$ cat src/rtl/simon_pkg.sv
package simon_pkg;
  localparam int WORD_W = 16;
  localparam int KEY_WORDS = 4;
  localparam int NUM_ROUNDS = 32;

  typedef logic [WORD_W-1:0] word_t;
  typedef logic [KEY_WORDS-1:0][WORD_W-1:0] kwin_t;

  // constant sequence, element 0 leftmost
  localparam logic [0:61] ZSEQ =
    62'b11111010001001010110000111001101111101000100101011000011100110;

  function automatic word_t rotl(input word_t w, input int s);
    return (w << s) | (w >> (WORD_W - s));
  endfunction

  function automatic word_t rotr(input word_t w, input int s);
    return (w >> s) | (w << (WORD_W - s));
  endfunction

  // nonlinear mixing of the left word
  function automatic word_t mix_f(input word_t l);
    return (rotl(l, 1) & rotl(l, 8)) ^ rotl(l, 2);
  endfunction

  // next key word from window entries 0, 1, 3 and one sequence bit
  function automatic word_t key_step(input word_t k0, input word_t k1,
                                     input word_t k3, input logic zb);
    word_t u;
    u = rotr(k3, 3) ^ k1;
    u = u ^ rotr(u, 1);
    return k0 ^ u ^ 16'hFFFC ^ {15'd0, zb};
  endfunction
endpackage

$ cat src/rtl/simon_round_step.sv
module simon_round_step
  import simon_pkg::*;
(
  input  word_t l_i,
  input  word_t r_i,
  input  kwin_t kw_i,
  input  logic  zb_i,
  output word_t l_o,
  output word_t r_o,
  output kwin_t kw_o
);
  // round key is the oldest window entry
  assign l_o = r_i ^ mix_f(l_i) ^ kw_i[0];
  assign r_o = l_i;

  // slide window by one word
  assign kw_o[KEY_WORDS-2:0] = kw_i[KEY_WORDS-1:1];
  assign kw_o[KEY_WORDS-1]   = key_step(kw_i[0], kw_i[1], kw_i[3], zb_i);
endmodule

$ cat src/rtl/simon_unrolled.sv
module simon_unrolled
  import simon_pkg::*;
#(
  parameter int R = 1
) (
  input  logic [5:0] base_i,
  input  word_t      l_i,
  input  word_t      r_i,
  input  kwin_t      kw_i,
  output word_t      l_o,
  output word_t      r_o,
  output kwin_t      kw_o
);
  word_t ls [R+1];
  word_t rs [R+1];
  kwin_t ks [R+1];
  logic  zb [R];

  assign ls[0] = l_i;
  assign rs[0] = r_i;
  assign ks[0] = kw_i;

  for (genvar j = 0; j < R; j++) begin : g_rnd
    assign zb[j] = ZSEQ[base_i + 6'(j)];
    simon_round_step u_step (
      .l_i (ls[j]),
      .r_i (rs[j]),
      .kw_i(ks[j]),
      .zb_i(zb[j]),
      .l_o (ls[j+1]),
      .r_o (rs[j+1]),
      .kw_o(ks[j+1])
    );
  end

  assign l_o  = ls[R];
  assign r_o  = rs[R];
  assign kw_o = ks[R];
endmodule

$ cat src/rtl/simon_ctrl.sv
module simon_ctrl #(
  parameter int ITERS = 32,
  parameter int CW    = 5
) (
  input  logic          clk,
  input  logic          rst_n,
  input  logic          start,
  output logic          busy,
  output logic          done,
  output logic          load,
  output logic          fin,
  output logic [CW-1:0] iter
);
  typedef enum logic [1:0] {ST_IDLE, ST_RUN, ST_DONE} st_t;
  st_t st_q;

  assign busy = (st_q == ST_RUN);
  assign done = (st_q == ST_DONE);
  assign load = start & ~busy;
  assign fin  = busy & (iter == CW'(ITERS - 1));

  always_ff @(posedge clk or negedge rst_n) begin
    if (!rst_n) begin
      st_q <= ST_IDLE;
      iter <= '0;
    end else if (load) begin
      st_q <= ST_RUN;
      iter <= '0;
    end else if (fin) begin
      st_q <= ST_DONE;
    end else if (busy) begin
      iter <= iter + CW'(1);
    end
  end
endmodule

$ cat src/rtl/simon_iter_core.sv
module simon_iter_core
  import simon_pkg::*;
#(
  parameter int R = 1
) (
  input  logic        clk,
  input  logic        rst_n,
  input  logic        start,
  input  logic [31:0] plaintext,
  input  logic [63:0] key,
  output logic        busy,
  output logic        done,
  output logic [31:0] ciphertext
);
  localparam int ITERS = NUM_ROUNDS / R;
  localparam int CW    = (ITERS > 1) ? $clog2(ITERS) : 1;

  // named internal events
  logic          load;
  logic          fin;
  logic [CW-1:0] iter;
  logic [5:0]    base;

  word_t l_q, r_q, l_n, r_n;
  kwin_t kw_q, kw_n;

  simon_ctrl #(.ITERS(ITERS), .CW(CW)) u_ctrl (
    .clk  (clk),
    .rst_n(rst_n),
    .start(start),
    .busy (busy),
    .done (done),
    .load (load),
    .fin  (fin),
    .iter (iter)
  );

  // index of the first round handled this cycle
  assign base = 6'(iter) * 6'(R);

  simon_unrolled #(.R(R)) u_dp (
    .base_i(base),
    .l_i   (l_q),
    .r_i   (r_q),
    .kw_i  (kw_q),
    .l_o   (l_n),
    .r_o   (r_n),
    .kw_o  (kw_n)
  );

  always_ff @(posedge clk or negedge rst_n) begin
    if (!rst_n) begin
      l_q  <= '0;
      r_q  <= '0;
      kw_q <= '0;
    end else if (load) begin
      l_q  <= plaintext[31:16];
      r_q  <= plaintext[15:0];
      kw_q <= key;
    end else if (busy) begin
      l_q  <= l_n;
      r_q  <= r_n;
      kw_q <= kw_n;
    end
  end

  assign ciphertext = {l_q, r_q};
endmodule

$ cat config.mk
export PLATFORM = sky130hd
export DESIGN_NAME = simon_iter_core
export DESIGN_NICKNAME = d
export VERILOG_FILES = /design/src/rtl/simon_pkg.sv /design/src/rtl/simon_round_step.sv /design/src/rtl/simon_unrolled.sv /design/src/rtl/simon_ctrl.sv /design/src/rtl/simon_iter_core.sv
export SDC_FILE = /design/constraint.sdc
export NUM_CORES = 1
export LEC_CHECK = 0
export BUFFER_PORTS_ARGS = -buffer_cell sky130_fd_sc_hd__buf_2
export CAP_MARGIN = 15
export CORE_MARGIN = 5
export CORE_UTILIZATION = 30
export DETAILED_ROUTE_END_ITERATION = 6
export PLACE_DENSITY_LB_ADDON = 0.12
export SLEW_MARGIN = 30
export SYNTH_ARGS = -nofsm -noshare
export SYNTH_HDL_FRONTEND = slang
export SYNTH_SLANG_ARGS = --single-unit
$ cat constraint.sdc
create_clock -name clk -period 2 [get_ports clk]
set_input_delay 0.1 -clock clk [delete_from_list [all_inputs] [get_ports clk]]
set_output_delay 0.1 -clock clk [all_outputs]
set_load 0.1 [all_outputs]
# Word-level counts from Yosys, hierarchy flattened
# Memory sizes are Yosys's and may differ from the RTL's.
# Index checks and enable logic that the tools add are counted.
# W data, S select, Z words.
# op_classes
n_reduce_logical	3
add_sub_neg	1
n_eq_ne	4
bitwise	18
n_mux	13
order_cmp	1
# ops
operator	count
$mux W64	2
$xor A16 B16 Y16	6
$mux W16	4
$and A16 B16 Y16	1
$or A13 B16 Y16	1
$or A15 B16 Y16	1
$or A16 B1 Y16	1
$or A16 B2 Y16	1
$or A16 B8 Y16	1
$xor A16 B1 Y16	1
$mux W5	3
$not A14 Y14	1
$ge A7 B7 Y1 const B	1
$not A5 Y7	1
$add A5 B1 Y5 const B	1
$eq A5 B5 Y1 const B	1
$mux W2	2
$reduce_bool A2 Y1	2
$and A1 B1 Y1	2
$eq A2 B1 Y1 const B	1
$eq A2 B2 Y1 const B	1
$mux W1	2
$ne A2 B2 Y1 const B	1
$reduce_and A2 Y1	1
$not A1 Y1	1
# totals
memories	1
wordCells	49
rom_bits	64
output_inout_bits	34
in_bits	99
reg_bits	103
# mem_list
name	depth	width	rd	rd_clocked_by_memory_dff	wr	line_no	source
(no name shown)	64	1	1	0	0	simon_unrolled.sv:24	assign zb[j] = ZSEQ[base_i + 6'(j)];

# Logic depth before layout (Yosys ltp)
# Gate-level depths: netlist (run 1).
# logic_depth
depth_word	9
mapped_depth	7
depth_no_buf	7

# Modules after synthesis
# A second synthesis (run 1) with hierarchy kept.
# hier_totals
cells_unflattened	621
area_unflattened_um2	6580.1
# modules_own_cells
module	n_inst	seq_area_each_um2	cells_per_inst	area_each_um2
simon_iter_core	1	2402.3	417	4429.2
simon_round_step	1	0.0	145	1569.0
simon_ctrl	1	175.2	36	387.9
simon_unrolled	1	0.0	23	193.9

# Least setup slack after synthesis (run 1)
# OpenSTA, ideal clock, no wires.
# synth_timing
path_kind	reg-to-reg
startpoint	reg u_ctrl.st_q[1]
endpoint	reg kw_q[54] (netlist bit)
arrival_time_ns	1.604
setup_ns	0.153
path_stages_with_launch	7
period_less_slack_ns	1.757
required_time_ns	1.847
path_slack_ns	0.243
path_buffers	3
path_cell_list	dfrtp_1 nand2b_2 inv_2 buf_2 buf_4 buf_2 a21oi_1
# synth_between
elab_chain_cells	4
elab_cells_between_ends	5
classes_between	eq/ne (1); mux (1); bitwise (2); reduce/logical (1)
# synth_lines
element	line_no	source
start, declared	simon_ctrl.sv:15	st_t st_q;
start signal, assigned	simon_ctrl.sv:24	st_q <= ST_IDLE;
start signal, assigned	simon_ctrl.sv:27	st_q <= ST_RUN;
start signal, assigned	simon_ctrl.sv:30	st_q <= ST_DONE;
$eq A2 B1 Y1 *	simon_ctrl.sv:17	assign busy = (st_q == ST_RUN);
via busy	simon_iter_core.sv:11	output logic busy,
$not A1 Y1	simon_ctrl.sv:19	assign load = start & ~busy;
$and A1 B1 Y1	simon_ctrl.sv:19	
$mux W64 or $reduce_bool A2 Y1 (tied branches)	--	
end signal, assigned	simon_iter_core.sv:59	kw_q <= key;
end signal, assigned	simon_iter_core.sv:63	kw_q <= kw_n;
end, declared	simon_iter_core.sv:25	kwin_t kw_q, kw_n;
# Mark *: on every way through the listed nets, which the timed path passes. The rest lies on a longest branch.
# A chain may end at the register's enable or synchronous reset.

# Worst setup path in the final report (run 1)
# layout_timing
startpoint	reg u_ctrl.st_q[1]
endpoint	out busy
# layout_between
elab_chain_cells	1
# layout_lines
element	line_no
$eq A2 B1 Y1	simon_ctrl.sv:17
end, declared	simon_iter_core.sv:11
# Every way passes these cells.

==> flow_summary_export.csv, run 1 <==
group,metric,value,unit
layout,syn_to_final_growth,23.66,%
die,die_height,149.0,um
die,num_rows,50,
layout,antenna_cells,0,
sta,grt_setup_unrepaired,"false",
yosys,yosysMostFrequentCell,"dfrtp_1",
yosys,synth.avg_cell_area,10.04,um2
drt,vias,4470,
clock_tree,cts_resized,0,
clock_tree,cts.sinks,103,
die,die_w,149.0,um
clock_tree,path_clk_slew,0.07,ns
drt,drt-initial-drc-count,186,
clock_tree,clock_latency,0.35,ns
placement,gp_congestion,0.8127,
layout,drive_gt1_share,23.51,%
drt,viasPerCell,4.627,
drt,wl_per_cell,17.08,um
worst_setup_path,cp_common_cell,"buf_12",
clock_tree,post_cts.repair.setup_buffers,0,
clock_tree,clockBufferDepth,2,
placement,dp_hpwl,12550,um
yosys,synth_cells,577,
yosys,ys_ff_latch,103,
worst_setup_path,path_delay_family,"buffers and inverters",
die,die_area,22200,um2
drt,wirelength,16500,um
worst_setup_path,slowest_delay,0.39,ns
sta,finalSetupViolCount,0,
worst_setup_path,critical_path_class,"reg2out",
run_status,outcome,"finished, final reports clean",
drt,drc,0,
yosys,synth-edff-count,0,
worst_setup_path,critPathCaptureType,"output port",
drt,route.antenna.remaining_nets,0,
worst_setup_path,arrival,1.76,ns
drt,drt_first_pass_iters,5,
yosys,ys_seq_area_share,44.47,%
die,pin_count,133,
yosys,syn_area,5796,um2
yosys,synth_flop_cell,"dfrtp_1",
sta,min_period,1.855,ns
sta,period_share,92.76,%
flow_run,drv.max_cap_violation_count,0,
worst_setup_path,crit_fanout,46,
worst_setup_path,critPathSlowestCell,"dfrtp_1",
global_routing,gr-usage-all-layers,15.41,%
yosys,synthArstFlopShare,100.0,%
sta,finalMaxSlewViolations,0,
die,core-area,18890,um2
yosys,yosysWarnings,0,
clock_tree,root_buffer,"clkbuf_16",
sta,tns,0,ns
global_routing,grt_pass1_wl,26680,um
clock_tree,cts_tree,"built",
sta,hold_viol,0,
global_routing,grt_pass1_vias,4631,
die,initial_core_util,30.68,%
clock_tree,cts_htree_levels,3,
clock_tree,cts_buffers,9,
global_routing,grt_overflow,0,
sta,max-slew-margin-rel,62.33,%
sta,worst_slew_pin_slew,0.5650,ns
yosys,netlist-cell-type-count,33,
min_path,min-delay-path-class,"in2reg",
global_routing,antenna_found_initial,0,
worst_setup_path,crit_chain,"nand2b_2 > inv_4 > buf_12 > buf_12",
global_routing,grt_max_degree,47,
yosys,yosysTopAreaCell,"dfrtp_1",
worst_setup_path,critPathBufInv,3,
placement,port_buffers,132,
layout,fillers,1945,
sta,max_freq,539.0,MHz
layout,layout.nets,804,
worst_setup_path,startpoint_type,"flop",
yosys,synthesis.nets,680,
worst_setup_path,cp_data_required_time,1.90,ns
yosys,synthTopCellsByArea,"dfrtp_1 44%, mux2i_1 14%, xnor2_1 13%",
yosys,netlist.area_leader.share,44.47,%
sta,skew,0.007469,ns
yosys,yosys-top-cells-count,"103 x dfrtp_1, 88 x nand2_1, 85 x xnor2_1",
==> worst paths after layout <==
kind / start / to / slack, ns / depth (start not counted)
worst max-delay path: u_ctrl.st_q[1]$_DFFE_PN0P_ / busy / 0.14 / 4
min in group asynchronous: rst_n / r_q[3]$_DFFE_PN0P_ / 0.28 / 2
worst min-delay path: key[44] / kw_q[44]$_DFFE_PN0P_ / 0.02 / 3
worst min register to register: kw_q[41]$_DFFE_PN0P_ / kw_q[25]$_DFFE_PN0P_ / 0.48 / 2
worst max register to register: u_ctrl.iter[1]$_DFFE_PN0P_ / u_ctrl.iter[4]$_DFFE_PN0P_ / 0.27 / 6
max in group asynchronous: rst_n / kw_q[13]$_DFFE_PN0P_ / 1.14 / 3
==> layer usage <==
metal	global-route usage [%]	share of wire [%]
met2	22.02	42
met4	4.073	1.5
met3	3.920	6.2
met5	0	0
met1	23.06	50
==> sequential cells by signal (all words and copies together) (netlist names) <==
| signal | cells |
|---|---|
| r_q | 16 |
| u_ctrl.st_q | 2 |
| u_ctrl.iter | 5 |
| l_q | 16 |
| kw_q | 64 |
==> cells in the final DEF (no fill, tap or decap), drive strengths merged, types with 4 or more instances in the layout <==
cell    instances
a211oi         14
clkbuf         12
ha              4
nor2           20
xnor2          85
o21ai          69
dfrtp         103
mux2i          83
a21o           16
a21oi          16
xor2            9
buf           146
inv             5
nand2          88
nor2b          14
==> stage by stage <==
stage	hold slack (ns)	util (%)	area (um2)	cells	setup WS, ns
global route	0.01465	37.93	7167	966	0.03722
detailed placement	0.1147	36.19	6837	948	0.2828
CTS	0.002671	37.93	7167	966	0.1190
finish	0.02192	37.93	7167	966	0.1447
floorplan	-0.1956	-	5796	577	0.2433
global placement	0.1139	36.19	6837	948	0.3328
==> layout make-up <==
cell class                 instances  area [um2]  area share, %
tap                              260       325.3          4.539
multi-input combinational        434        3014          42.06
clock inverter                     4       53.80         0.7507
sequential                       103        2577          35.96
timing repair buffer             148       918.4          12.81
clock buffer                      12       256.5          3.579
inverter                           5       21.27         0.2968
==> worst reg2reg max path: cells and delay by family, from the launching register on <==
family                     cells  cell delay, ns
AOI/OAI and AO/OA              2            0.35
adders and majority gates      2            0.48
DFF                            1            0.45
and+or+nand+nor                2            0.34
==> logic make-up (layout without fill, tap and decap cells) <==
family / after synthesis / count (layout) / share of synthesized area [%]
AND/OR/NAND/NOR: 128 / 128 / 9.348
AO/OA/AOI/OAI: 123 / 123 / 12.48
flip-flops: 103 / 103 / 44.47
XOR/XNOR: 96 / 96 / 14.98
multiplexers: 83 / 83 / 14.34
buffers and inverters: 40 / 169 / 3.519
adder cells (fa/ha/maj): 4 / 4 / 0.8636
==> timing repair <==
| action | 4_1_cts | 5_1_grt |
|---|---|---|
| hold endpoints to repair | 34 | 0 |
| hold buffers | 2 | 0 |
| setup endpoints to repair | 0 | 0 |
Power of run 1 is left out: the tool's default activity adds up to more than one toggle a clock period on the data nets, which glitch-free logic cannot reach.
==> inputs of run 2 (changes only) <==
Settings changed: CORE_UTILIZATION 30 to 55.
==> run 2 against run 1 <==
  * Setup slack worse by 0.029 ns
  * Non-clock buffer count grew 12
  * Maximum frequency shrank 1.5%
  * Register-to-register slack lost 0.04 ns
  * Critical path depth unchanged
  * Worst hold slack lost 0.012 ns
  * Via count is 1.2% higher
  * Clock skew up 0.0077 ns
  * Highest routed layer unchanged
  * Largest cell class unchanged
  * Sequential cell count is the same
  * Core utilization is 30 points higher
==> flow_summary_export.csv, run 2 (same netlist as run 1, synthesis figures left out) <==
group,metric,value,unit
placement,port_buffers,132,
global_routing,grt_pass1_wl,23520,um
die,die_w,112.7,um
clock_tree,cts_tree,"built",
drt,wirelength,14100,um
global_routing,grt_max_degree,51,
sta,hold_viol,0,
sta,finalSetupViolCount,0,
clock_tree,cts_htree_levels,3,
drt,vias,4524,
layout,largest-register,"kw_q",
layout,layout_commonest_cell,"buf_2",
layout,ff_latch_area,2577,um2
global_routing,gr-usage-all-layers,23.07,%
min_path,min-delay-path-class,"in2reg",
clock_tree,path_clk_slew,0.10,ns
drt,viasPerCell,5.297,
sta,grt_setup_unrepaired,"false",
clock_tree,cts_buffers,9,
sta,skew,0.01516,ns
sta,max_freq,530.7,MHz
placement,dp_hpwl,10510,um
drt,wl_per_cell,16.51,um
worst_setup_path,critPathCaptureType,"output port",
flow_run,drv.max_cap_violation_count,0,
clock_tree,root_buffer,"clkbuf_8",
drt,route.antenna.remaining_nets,0,
layout,multiInputGateArea,3014,um2
drt,drt_first_pass_iters,4,
worst_setup_path,startpoint_type,"flop",
layout,syn_to_final_growth,20.64,%
clock_tree,cts.sinks,103,
layout,top_regs,"kw_q (64), l_q (16), r_q (16)",
sta,worst_slew_pin_slew,0.4967,ns
sta,max-slew-margin-rel,67.11,%
worst_setup_path,arrival,1.78,ns
placement,gp_congestion,0.8105,
layout,fillers,828,
layout,final_cell_mix,"129 x buf_2, 103 x dfrtp_1, 88 x nand2_1, 85 x xnor2_1, 83 x mux2i_1",
layout,layout.nets,816,
die,initial_core_util,56.14,%
clock_tree,clock_latency,0.37,ns
drt,drt-initial-drc-count,241,
die,die_height,112.7,um
layout,drive_gt1_share,22.98,%
worst_setup_path,cp_data_required_time,1.90,ns
global_routing,antenna_found_initial,0,
die,pin_count,133,
sta,tns,0,ns
layout,largest_reg_flops,64,
clock_tree,post_cts.repair.setup_buffers,0,
sta,min_period,1.884,ns
die,core-area,10320,um2
sta,finalMaxSlewViolations,0,
clock_tree,clockBufferDepth,2,
worst_setup_path,critical_path_class,"reg2out",
sta,period_share,94.21,%
global_routing,grt_pass1_vias,4531,
worst_setup_path,crit_fanout,45,
run_status,outcome,"finished, final reports clean",
die,die_area,12690,um2
layout,antenna_cells,0,
drt,drc,0,
die,num_rows,37,
global_routing,grt_overflow,0,
==> run 2: cell type report <==
cell class,count,area share (%)
Multi-Input combinational cell,434,43.11
Sequential cell,103,36.86
Timing Repair Buffer,160,14.39
Tap cell,136,2.434
Clock buffer,10,1.969
Clock inverter,6,0.8590
Inverter,5,0.3758
==> run 2: per-stage QoR <==
stage / std cells / hold WS (ns) / utilization, % / worst slack (ns) / cell area [um2]
after floorplan: 577 / -0.1956 / - / 0.2433 / 5796
after global placement: 822 / 0.07172 / 64.21 / 0.3485 / 6629
after detailed placement: 822 / 0.08019 / 64.21 / 0.2545 / 6629
after CTS: 854 / 0.00007469 / 67.70 / 0.05834 / 6989
after global routing: 854 / 0.009555 / 67.73 / 0.03063 / 6992
final: 854 / 0.009649 / 67.73 / 0.1158 / 6992
==> run 2: worst paths after layout <==
kind                                            startpoint                    endpoint  slack (ns)  depth (start not counted)
max in group asynchronous                            rst_n        kw_q[50]$_DFFE_PN0P_        1.09                          3
worst max register to register  u_ctrl.iter[1]$_DFFE_PN0P_  u_ctrl.iter[4]$_DFFE_PN0P_        0.23                          6
worst max-delay path            u_ctrl.st_q[1]$_DFFE_PN0P_                        busy        0.12                          4
min in group asynchronous                            rst_n  u_ctrl.iter[3]$_DFFE_PN0P_        0.21                          2
worst min-delay path                               key[57]        kw_q[57]$_DFFE_PN0P_        0.01                          3
worst min register to register        kw_q[36]$_DFFE_PN0P_        kw_q[20]$_DFFE_PN0P_        0.49                          2
==> run 2: worst max-delay path, stage by stage (launching register included) <==
cell and delay [ns]:
dfrtp_1 0.41, nand2b_2 0.29, inv_8 0.27, buf_12 0.24, buf_12 0.19
==> run 2: layer usage <==
layer  track usage, %  vias to the layer above  wire length, um
met3            3.774                       12              889
met2            35.35                      137             6416
met1            34.03                     2143             6638
li1                 -                     2232                -
met4            6.250                        0              154
met5                0                        -                0
==> run 2: timing repair <==
item	4_1_cts	5_1_grt
gates resized for setup	1	1
cloned	0	0
hold buffers	16	0
hold endpoints to repair	45	0
endpoints found under the setup margin	1	1
Power of run 2 is left out for the same reason.
